$ cat config.mk
export PLATFORM = sky130hd
export DESIGN_NAME = segaddr_gen
export DESIGN_NICKNAME = d
export VERILOG_FILES = /design/src/rtl/segaddr_pkg.sv /design/src/rtl/seg_regfile.sv /design/src/rtl/seg_select.sv /design/src/rtl/seg_adder.sv /design/src/rtl/segaddr_gen.sv
export SDC_FILE = /design/constraint.sdc
export NUM_CORES = 1
export LEC_CHECK = 0
export ABC_AREA = 1
export BUFFER_PORTS_ARGS = -buffer_cell sky130_fd_sc_hd__clkbuf_2
export CAP_MARGIN = 20
export CORE_MARGIN = 2
export CORE_UTILIZATION = 45
export DETAILED_ROUTE_END_ITERATION = 8
export GPL_ROUTABILITY_DRIVEN = 1
export PLACE_DENSITY = 0.73
export SLEW_MARGIN = 15
export SYNTH_ARGS = -nofsm -noshare
export SYNTH_HDL_FRONTEND = slang
export SYNTH_SLANG_ARGS = --single-unit
$ cat constraint.sdc
create_clock -name clk -period 3.4 [get_ports clk]
set_input_delay 0.17 -clock clk [delete_from_list [all_inputs] [get_ports clk]]
set_output_delay 0.17 -clock clk [all_outputs]
set_load 0.005 [all_outputs]
$ cat src/rtl/segaddr_pkg.sv
package segaddr_pkg;

   typedef enum logic [1:0] {
      KIND_FETCH  = 2'd0,
      KIND_DATA   = 2'd1,
      KIND_STACK  = 2'd2,
      KIND_STRDST = 2'd3
   } acc_kind_t;

   localparam int unsigned IDX_CODE  = 0;
   localparam int unsigned IDX_DATA  = 1;
   localparam int unsigned IDX_STACK = 2;
   localparam int unsigned IDX_EXTRA = 3;

endpackage

$ cat src/rtl/seg_regfile.sv
module seg_regfile #(
   parameter int unsigned SEG_W = 16,
   parameter int unsigned NSEG  = 6,
   parameter int unsigned IDX_W = 3
) (
   input  logic             clk,
   input  logic             rst_n,
   input  logic             wr_en,
   input  logic [IDX_W-1:0] wr_idx,
   input  logic [SEG_W-1:0] wr_data,
   input  logic [IDX_W-1:0] rd_idx,
   output logic [SEG_W-1:0] rd_data
);

   logic [SEG_W-1:0] seg_q [NSEG];

   for (genvar g = 0; g < NSEG; g++) begin : g_seg
      localparam logic [IDX_W-1:0] MY_IDX = IDX_W'(g);
      always_ff @(posedge clk) begin
         if (!rst_n) begin
            seg_q[g] <= '0;
         end else if (wr_en && (wr_idx == MY_IDX)) begin
            seg_q[g] <= wr_data;
         end
      end
   end

   always_comb begin
      rd_data = '0;
      for (int i = 0; i < NSEG; i++) begin
         if (rd_idx == IDX_W'(i)) begin
            rd_data = seg_q[i];
         end
      end
   end

endmodule

$ cat src/rtl/seg_select.sv
module seg_select
   import segaddr_pkg::*;
#(
   parameter int unsigned NSEG  = 6,
   parameter int unsigned IDX_W = 3
) (
   input  acc_kind_t        kind,
   input  logic             ovr_valid,
   input  logic [IDX_W-1:0] ovr_sel,
   output logic [IDX_W-1:0] sel_idx
);

   localparam logic [IDX_W:0] NSEG_V = (IDX_W+1)'(NSEG);

   logic [IDX_W-1:0] dflt_idx;
   logic             ovr_ok;

   always_comb begin
      unique case (kind)
         KIND_FETCH:  dflt_idx = IDX_W'(IDX_CODE);
         KIND_DATA:   dflt_idx = IDX_W'(IDX_DATA);
         KIND_STACK:  dflt_idx = IDX_W'(IDX_STACK);
         KIND_STRDST: dflt_idx = IDX_W'(IDX_EXTRA);
         default:     dflt_idx = IDX_W'(IDX_CODE);
      endcase
   end

   assign ovr_ok  = ovr_valid && ({1'b0, ovr_sel} < NSEG_V) && (kind != KIND_FETCH);
   assign sel_idx = ovr_ok ? ovr_sel : dflt_idx;

endmodule

$ cat src/rtl/seg_adder.sv
module seg_adder #(
   parameter int unsigned SEG_W     = 16,
   parameter int unsigned OFF_W     = 16,
   parameter int unsigned SHIFT     = 4,
   parameter bit          SPLIT_ADD = 1'b1,
   localparam int unsigned ADDR_W   = SEG_W + SHIFT
) (
   input  logic [SEG_W-1:0]  seg,
   input  logic [OFF_W-1:0]  off,
   output logic [ADDR_W-1:0] addr
);

   if (SPLIT_ADD && (OFF_W > SHIFT)) begin : g_split
      localparam int unsigned HI_W = OFF_W - SHIFT;
      logic [SEG_W-1:0] hi_sum;
      assign hi_sum = seg + SEG_W'(off[OFF_W-1:SHIFT]);
      assign addr   = {hi_sum, off[SHIFT-1:0]};
      if (HI_W > SEG_W) begin : g_bad_hi
         $error("seg_adder: offset upper part wider than segment");
      end
   end else begin : g_full
      assign addr = {seg, {SHIFT{1'b0}}} + ADDR_W'(off);
   end

endmodule

$ cat src/rtl/segaddr_gen.sv
module segaddr_gen
   import segaddr_pkg::*;
#(
   parameter int unsigned SEG_W     = 16,
   parameter int unsigned OFF_W     = 16,
   parameter int unsigned SHIFT     = 4,
   parameter int unsigned NSEG      = 6,
   parameter int unsigned IDX_W     = 3,
   parameter bit          SPLIT_ADD = 1'b1,
   localparam int unsigned ADDR_W   = SEG_W + SHIFT
) (
   input  logic              clk,
   input  logic              rst_n,
   input  logic              req_valid,
   input  logic [1:0]        req_kind,
   input  logic              ovr_valid,
   input  logic [IDX_W-1:0]  ovr_sel,
   input  logic [OFF_W-1:0]  req_offset,
   input  logic              wr_en,
   input  logic [IDX_W-1:0]  wr_idx,
   input  logic [SEG_W-1:0]  wr_data,
   output logic [ADDR_W-1:0] phys_addr,
   output logic [IDX_W-1:0]  seg_used,
   output logic              addr_valid
);

   if (SHIFT < 1) begin : g_bad_shift
      $error("segaddr_gen: SHIFT must be at least 1");
   end
   if (NSEG < 4 || NSEG > (1 << IDX_W)) begin : g_bad_nseg
      $error("segaddr_gen: NSEG must cover the four defaults and fit IDX_W");
   end
   if (OFF_W > ADDR_W) begin : g_bad_off
      $error("segaddr_gen: offset wider than physical address");
   end

   logic [IDX_W-1:0]  sel_idx;
   logic [SEG_W-1:0]  sel_seg;
   logic [ADDR_W-1:0] sum_addr;

   seg_select #(
      .NSEG  (NSEG),
      .IDX_W (IDX_W)
   ) u_select (
      .kind      (acc_kind_t'(req_kind)),
      .ovr_valid (ovr_valid),
      .ovr_sel   (ovr_sel),
      .sel_idx   (sel_idx)
   );

   seg_regfile #(
      .SEG_W (SEG_W),
      .NSEG  (NSEG),
      .IDX_W (IDX_W)
   ) u_regs (
      .clk     (clk),
      .rst_n   (rst_n),
      .wr_en   (wr_en),
      .wr_idx  (wr_idx),
      .wr_data (wr_data),
      .rd_idx  (sel_idx),
      .rd_data (sel_seg)
   );

   seg_adder #(
      .SEG_W     (SEG_W),
      .OFF_W     (OFF_W),
      .SHIFT     (SHIFT),
      .SPLIT_ADD (SPLIT_ADD)
   ) u_add (
      .seg  (sel_seg),
      .off  (req_offset),
      .addr (sum_addr)
   );

   always_ff @(posedge clk) begin
      if (!rst_n) begin
         addr_valid <= 1'b0;
         phys_addr  <= '0;
         seg_used   <= '0;
      end else begin
         addr_valid <= req_valid;
         if (req_valid) begin
            phys_addr <= sum_addr;
            seg_used  <= sel_idx;
         end
      end
   end

endmodule

Word-level counts from Yosys, hierarchy flattened --
Memories as Yosys holds them, arrays and structs flattened. Cells that the tools add are included.
Operators by class: add/subtract/negate cells 1, order comparisons 1, eq/ne operators 13, mux-type cells 33, bitwise operators 6, reductions and logical operators 12
Operators by type and width (number):
- two-way mux 16 bit | 12
- two-way mux 1 bit | 19
- adder 16 x 12 -> 16 bit | 1
- equality test 3 x 2 -> 1 bit, second input constant | 4
- equality test 3 bit, second input constant | 4
- case mux 3 bit (4 select lines) | 1
- logical AND 1 bit | 8
- equality test 3 x 1 -> 1 bit, second input constant | 2
- zero test 3 bit | 2
- bitwise OR 1 bit | 6
- equality test 2 bit, second input constant | 2
- < comparator 3 bit, second input constant | 1
- two-way mux 3 bit | 1
- equality test 2 x 1 -> 1 bit, second input constant | 1
- zero test 2 bit | 1
- nonzero test 2 bit | 1
Storage, ports and cells: register bits after elaboration 24, bits in writable memories 96, input bits 45, output and inout port bits 24, logic and storage cells 70, memories 1
Memories:
- u_regs.seg_q | words 6, width 16, read ports 6, clocked after Yosys merged registers in 0, wr ports 6, line seg_regfile.sv:15 | logic [SEG_W-1:0] seg_q [NSEG];

Depth between registers and ports, before layout --
Gate-level depths: netlist (run 1).
depth after elaboration 12, mapped depth 26, gate-level depth less buffers 26

By module --
A second synthesis (run 1) with hierarchy kept.
Second synthesis, totals: cells, all modules 746, area, all modules 6172.2 um^2
By module, submodules not included:
- seg_regfile | instances 1, cells an instance 417, area an instance 4262.8 um^2, seq. area each 2882.8 um^2
- segaddr_gen | instances 1, cells an instance 148, area an instance 984.7 um^2, seq. area each 480.5 um^2
- seg_adder | instances 1, cells an instance 168, area an instance 862.1 um^2, seq. area each 0.0 um^2
- seg_select | instances 1, cells an instance 13, area an instance 62.6 um^2, seq. area each 0.0 um^2

Least setup slack after synthesis (run 1) --
Ideal clock, no wire load.
path type input port to flip-flop, start point input port req_kind[0], end point register phys_addr[14], setup time 0.115 ns, data arrival time 2.827 ns, required time 3.285 ns, setup slack 0.458 ns, stages 21, buffers on the path 2, path through inv_1 -> nand2_2 -> nand4_1 -> buf_2 -> nand3_1 -> inv_1 -> buf_2 -> nand2_1 -> o2111ai_1 -> a221o_1 -> fa_1 -> nand3_1 -> nand2_1 -> a31oi_1 -> o21ai_0 -> nand2_1 -> nand2_1 -> a21oi_1 -> xnor2_1 -> o21ai_0 -> inv_1
On the way: cells in the longest elaborated chain, start to end 11, elaborated cells on any way between the ends 21, classes of those cells 1 x add/sub; 8 x eq/ne; 8 x mux; 4 x reduce/logical
RTL lines:
- start: declaration | line segaddr_gen.sv:15 | input logic [1:0] req_kind,
- equality test 2 bit (tied with other cells) | line seg_select.sv:19 | unique case (kind)
- case mux 3 bit (4 select lines) / logical AND 1 bit (equally long branches) | line seg_select.sv:19, seg_select.sv:28
- two-way mux 3 bit * | line seg_select.sv:29 | assign sel_idx = ovr_ok ? ovr_sel : dflt_idx;
- zero test 3 bit | line seg_regfile.sv:31 | if (rd_idx == IDX_W'(i)) begin
- two-way mux 16 bit (5 in a row) | line seg_regfile.sv:31
- two-way mux 16 bit * | line seg_regfile.sv:31
- adder 16 x 12 -> 16 bit * | line seg_adder.sv:16 | assign hi_sum = seg + SEG_W'(off[OFF_W-1:SHIFT]);
- end signal: assignment | line segaddr_gen.sv:84 | phys_addr <= sum_addr;
- end: declaration | line segaddr_gen.sv:22 | output logic [ADDR_W-1:0] phys_addr,
Mark *: on every way between the ends. The rest lies on a longest branch, timed or not. The select of a mux whose other input is x is not followed. A chain may end at the register's enable or synchronous reset.

Worst setup path after layout (run 1) --
start point input port req_kind[0], end point register phys_addr[13]
Same word-level chain as after synthesis.

==> flow_metrics.tcl, run 1 <==
set metrics [dict create \
    die_w_um 116.4 \
    drtAntennaViolNets 0 \
    io_buffers 68 \
    grt_pass1_wl_um 21340 \
    cts_buffers 17 \
    swShare_pct 23.68 \
    root_buffer "clkbuf_16" \
    die_area_um2 13540 \
    switchingPower_uw 1046 \
    synth_top_area_share_pct 50.74 \
    p_int_uw 3371 \
    yosysMostFrequentCell "nor2_1" \
    initial_core_util_pct 45.58 \
    grt_max_degree 33 \
    skew_ns 0.006382 \
    min_period_ns 3.124 \
    cts_sinks 120 \
    htreeDepth 4 \
    cp_max_fo 11 \
    wl_per_cell_um 15.43 \
    overflow 0 \
    syn_inst 606 \
    outcome "finished with violations" \
    worst-endpoint-arrival_ns 3.43 \
    vias 4595 \
    cp.required_ns 3.71 \
    slew-limit-headroom_pct 46.74 \
    synth_fp_nets 665 \
    clk_pin_slew_ns 0.05 \
    synthTopCellsByArea "edfxtp_1 51%, nor2_1 10%, dfxtp_1 8.5%" \
    report.final.slew_viol_count 0 \
    netlist-cell-type-count 28 \
    finalHoldViolCount 1 \
    start_kind "input port" \
    synth_edf_count 96 \
    wirelength_um 13470 \
    drt_iter0_drc 487 \
    p_seq_share_pct 39.3 \
    clockBufferDepth 2 \
    ys_ff_latch 120 \
    cp-end-kind "flip-flop" \
    firstDrtPassIters 7 \
    core_um2 12470 \
    setup_viol 0 \
    whs_ns -0.004621 \
    rows 41 \
    drive_gt1_share_pct 17.83 \
    worstMarginPinSlew_ns 0.7965 \
    yosysWarnings 0 \
    max_freq_mhz 320.1 \
    drv_cap 0 \
    p_comb_share_pct 13.3 \
    finalSetupTns_ns 0 \
    synth_area_um2 5682 \
    dp_hpwl_um 9509 \
    fin_nets 747 \
    vdd_drop_max_mv 0.4121 \
    antenna_found_initial 0 \
    ys_seq_area_share_pct 59.19 \
    cts_tree "built" \
    dominantRegCellSynth "edfxtp_1" \
    path_class "in -> reg" \
    gp_congestion 0.8773 \
    post-cts-setup-buffers 0 \
    synth_top_cell_by_area "edfxtp_1" \
    violations "hold timing" \
    drc 0 \
    insertion_delay_ns 0.42 \
    p_per_area_nw_per_um2 630.7 \
    hp-class "in -> reg" \
    postSynthAreaPerCell_um2 9.376 \
    finalPower_uw 4417 \
    ios 69 \
    fin_crit_sh_pct 91.89 \
    async_flop_share_pct 0 \
    synth_common_cells "153 x nor2_1, 96 x edfxtp_1, 90 x nand2_1, 65 x inv_1, 33 x o21ai_0" \
    pwr-share-clk_pct 47.3 \
    grt_pass1_vias 4356 \
    num_antenna_cells 0 \
    power_leakage_uw 0.003104 \
    track_usage_pct 20.84 \
    syn_to_final_growth_pct 23.28 \
    die_h_um 116.4 \
    vias_per_cell 5.263 \
    rsz0062_at_grt "false" \
    n_fill_cell 1037 \
]
area by class of cell:
type | count | area [µm²] | area share [%]
clock buffer | 21 | 480.5 | 6.860
clock inverter | 11 | 216.5 | 3.090
inverter | 69 | 259.0 | 3.698
multi-input combinational | 397 | 1984 | 28.33
sequential | 120 | 3363 | 48.02
tap | 172 | 215.2 | 3.073
timing repair buffer | 83 | 485.5 | 6.931
kinds of logic (layout without fill, tap and decap cells):
family          after synthesis  after routing  synth area share [%]
compound gates               81             81                 8.632
xor+xnor                     11             11                 1.696
flops                       120            120                 59.19
buf+inv                      89            184                 5.990
simple gates                291            291                 21.27
fa+ha+maj                    14             14                 3.215
per-stage QoR:
stage          std cells  utilization [%]  setup slack, ns  cell area (µm²)
5_1_grt              873            56.19          0.01503             7004
6_report             873            56.19           0.2758             7004
4_1_cts              873            56.14           0.3726             6998
3_3_place_gp         838            50.31           0.1699             6271
3_5_place_dp         838            50.31         0.005398             6271
2_1_floorplan        606                -           0.4575             5682
power groups by stage:
stage / registers (µW) / clock network (µW) / logic [µW]
detailed placement: 1770 / 0 / 573
global placement: 1760 / 0 / 551
CTS: 1740 / 2100 / 585
floorplan: 1760 / 0 / 374
global route: 1750 / 2170 / 667
finish: 1740 / 2090 / 589
path summary, 6_finish.rpt:
kind	slack, ns	to	depth (start not counted)	from
max	0.28	phys_addr[13]	23	req_kind[0]
min	-0.005	phys_addr[1]	3	req_offset[1]
max reg2reg	0.56	phys_addr[13]	14	u_regs.seg_q[1][4]
min reg2reg	0.49	phys_addr[15]	2	phys_addr[15]
worst max-delay path: stages:
cell and delay [ns]:
clkbuf_2 0.09, inv_1 0.05, nand2_2 0.10, nand4_1 0.11, nand2_2 0.16, inv_2 0.12, nand3_1 0.11, buf_4 0.19
nor2_1 0.06, a221oi_1 0.29, nand4_1 0.15, ha_1 0.41, a21oi_1 0.23, inv_1 0.08, a31oi_1 0.33, o21ai_0 0.20
nand2_1 0.09, nand2_1 0.05, nand2_1 0.05, nand2_1 0.06, xor2_1 0.13, o21ai_0 0.15, inv_1 0.05
timing repair:
item,in CTS,in global routing
resized for setup,0,1
hold buffers,3,0
endpoints found under the setup margin,0,1
endpoints found under the hold margin,3,0
flip-flops by register name (all words and copies together), names as in the netlist:
name / cells
u_regs.seg_q: 96
phys_addr: 20
seg_used: 3
addr_valid: 1
placed cells by master, fill, tap and decap left out, types with 2 or more instances in the layout:
master	instances
a21oi_1	23
a221o_1	4
a221oi_1	2
a31oi_1	3
buf_12	2
buf_4	10
bufinv_16	6
clkbuf_16	17
clkbuf_2	68
clkbuf_8	4
clkinvlp_4	3
dfxtp_1	24
dlygate4sd3_1	3
edfxtp_1	96
ha_1	13
inv_1	65
inv_2	4
nand2_1	90
nand2_2	4
nand3_1	20
nand4_1	18
nor2_1	153
o2111ai_1	12
o211ai_1	3
o21ai_0	33
xnor2_1	3
xor2_1	8
layer usage:
| metal | vias up | share of wire (%) | GRT usage [%] |
|---|---|---|---|
| met5 | - | 0 | 0 |
| met4 | 0 | 2.7 | 8.889 |
| met3 | 38 | 6.2 | 4.878 |
| met2 | 176 | 48 | 35.08 |
| met1 | 2166 | 43 | 25.84 |
| li1 | 2215 | - | - |
Note: power is estimated with default switching activity, not from simulation.
==> inputs of run 2 (changes only) <==
- SETUP_SLACK_MARGIN: not set -> 0.4
==> run 2 against run 1 <==
  * The flow still finishes with violations (hold timing)
  * Critical path depth unchanged
  * Global-route usage up 0.056 points
  * Via count up 0.50%
  * Flip-flop and latch count unchanged
  * Routed wire length up 3.8%
  * Critical endpoint unchanged
  * Largest cell class unchanged
==> flow_metrics.tcl, run 2 (synthesis results as in run 1) <==
set metrics [dict create \
    outcome "finished with violations" \
    violations "hold timing" \
    finalHoldViolCount 1 \
    cts_tree "built" \
    seq_area_um2 3363 \
    multi_input_area_um2 2150 \
    worstPathCellList "clkbuf_2, inv_1, nand2_2, nand4_1, nand2_2, buf_12, buf_4, nor3_4, buf_4, a21oi_1, a21oi_1, ha_1, a21oi_2, nand2_2, a31oi_4, o21ai_1, nand2_1, nand2_1, nand2_1, nand2_1, xor2_1, o21ai_0, inv_1" \
    p_comb_share_pct 15.1 \
    final_cells 876 \
    vdd_drop_max_mv 0.3933 \
    crit_buf_inv 6 \
    worstRegToRegCells 16 \
    start_kind "input port" \
    grt_pass1_wl_um 21380 \
    antenna_found_initial 0 \
    post-route-cell-area_um2 7207 \
    htreeDepth 4 \
    wirelength_um 13990 \
    min_path_cells 3 \
    cp_top_family "compound AO/OA/AOI/OAI gates" \
    min_period_ns 2.857 \
    drive_gt1_share_pct 21.73 \
    dp_hpwl_um 9509 \
    cp-end-kind "flip-flop" \
    cts_sinks 120 \
    root_buffer "clkbuf_16" \
    finalSetupTns_ns 0 \
    drv_cap 0 \
    die_area_um2 13540 \
    rsz0062_at_grt "true" \
    clk_pin_slew_ns 0.06 \
    clockBufferDepth 2 \
    drtAntennaViolNets 0 \
    hold_end "phys_addr[1]" \
    dr_wl_met3_um 958 \
    firstDrtPassIters 5 \
    wl_per_cell_um 15.97 \
    cpPeakStageDelay_ns 0.32 \
    grt_max_degree 33 \
    r2r_start "u_regs.seg_q[0][0]" \
    syn_to_final_growth_pct 26.84 \
    vias 4618 \
    switchingPower_uw 1098 \
    top_regs "u_regs.seg_q (96), phys_addr (20), seg_used (3)" \
    cpMostUsedCell "nand2_1" \
    critPathSlowestCell "ha_1" \
    wl_met2_um 6844 \
    min_from "req_offset[1]" \
    largest_register "u_regs.seg_q" \
    worst-endpoint-arrival_ns 3.17 \
    fin_crit_sh_pct 84.02 \
    io_buffers 68 \
    grt_pass1_vias 4361 \
    insertion_delay_ns 0.42 \
    ios 69 \
    rows 41 \
    slew-limit-headroom_pct 47.82 \
    track_usage_pct 20.90 \
    drt_iter0_drc 474 \
    final_cell_mix "153 x nor2_1, 96 x edfxtp_1, 86 x nand2_1, 68 x clkbuf_2, 65 x inv_1" \
    cp.required_ns 3.71 \
    num_antenna_cells 0 \
    overflow 0 \
    p_seq_share_pct 38.5 \
    reg2reg_setup_slack_ns 0.76 \
    whs_ns -0.005094 \
    power_leakage_uw 0.003143 \
    n_fill_cell 1006 \
    gp_congestion 0.8773 \
    vias_per_cell 5.272 \
    largest_register_ff_count 96 \
    core_um2 12470 \
    swShare_pct 24.28 \
    dp.cells 838 \
    skew_ns 0.006169 \
    die_h_um 116.4 \
    dr.max_layer_used "met4" \
    drc 0 \
    final_common_cell "nor2_1" \
    placed_cell_area_um2 6271 \
    p_int_uw 3422 \
    fin_nets 750 \
    reg2reg_to "phys_addr[16]" \
    setup_viol 0 \
    finalPower_uw 4519 \
    pwr-share-clk_pct 46.4 \
    path_class "in -> reg" \
    initial_core_util_pct 45.58 \
    p_per_area_nw_per_um2 627.1 \
    die_w_um 116.4 \
    cp_max_fo 14 \
    cts_buffers 17 \
    worstMarginPinSlew_ns 0.7804 \
    max_freq_mhz 350.0 \
    wl_met1_um 5906 \
    hp-class "in -> reg" \
    report.final.slew_viol_count 0 \
]
-- run 2: routing by layer --
| layer | GRT usage, % | vias up |
|---|---|---|
| li1 | - | 2219 |
| met1 | 25.88 | 2176 |
| met2 | 35.19 | 195 |
| met3 | 4.878 | 28 |
| met4 | 8.968 | 0 |
| met5 | 0 | - |
-- run 2: power groups by stage --
stage | logic (µW) | registers (µW) | clock network (µW)
after detailed placement | 573 | 1770 | 0
after global routing | 756 | 1750 | 2170
final | 684 | 1740 | 2100
after CTS | 588 | 1740 | 2100
after floorplan | 374 | 1760 | 0
after global placement | 551 | 1760 | 0
-- run 2: worst register-to-register path, delay by kind of cell (launching register included) --
kind / cells / cell delay [ns]
AO/OA/AOI/OAI: 5 / 0.62
adder cells (fa/ha/maj): 2 / 0.57
AND/OR/NAND/NOR: 5 / 0.47
flip-flops: 1 / 0.38
buffers and inverters: 3 / 0.29
XOR/XNOR: 1 / 0.20
-- run 2: cell type report --
type	count	area share, %
inverters	69	3.628
well taps	172	2.986
multi-input cells	397	29.83
flip-flops and latches	120	46.67
repair buffers	86	7.222
clock buffers	21	6.667
clock inverters	11	3.003
-- run 2: worst max path at each step --
stage                    endpoint        start  depth (start not counted)  slack [ns]
floorplan           phys_addr[14]  req_kind[0]                         21        0.46
global placement    phys_addr[14]  req_kind[0]                         26        0.17
detailed placement  phys_addr[13]  req_kind[0]                         23       0.005
CTS                 phys_addr[13]  req_kind[0]                         23        0.44
global route        phys_addr[16]   ovr_sel[1]                         24        0.32
finish              phys_addr[13]  req_kind[0]                         23        0.54
-- run 2: what timing repair did --
action | in CTS | in global routing
endpoints found under the setup margin | 1 | 9
buffers inserted | 0 | 3
hold endpoints to repair | 3 | 0
gates resized for setup | 1 | 39
hold buffers | 3 | 0
pin swaps | 0 | 6
-- run 2: metrics by stage --
| stage | hold slack (ns) | utilization (%) | worst slack, ns |
|---|---|---|---|
| global placement | 0.3926 | 50.31 | 0.1699 |
| floorplan | 0.3049 | - | 0.4575 |
| detailed placement | 0.3991 | 50.31 | 0.005398 |
| finish | -0.005094 | 57.81 | 0.5432 |
| global route | 0.02930 | 57.81 | 0.3213 |
| CTS | 0.001042 | 56.19 | 0.4382 |
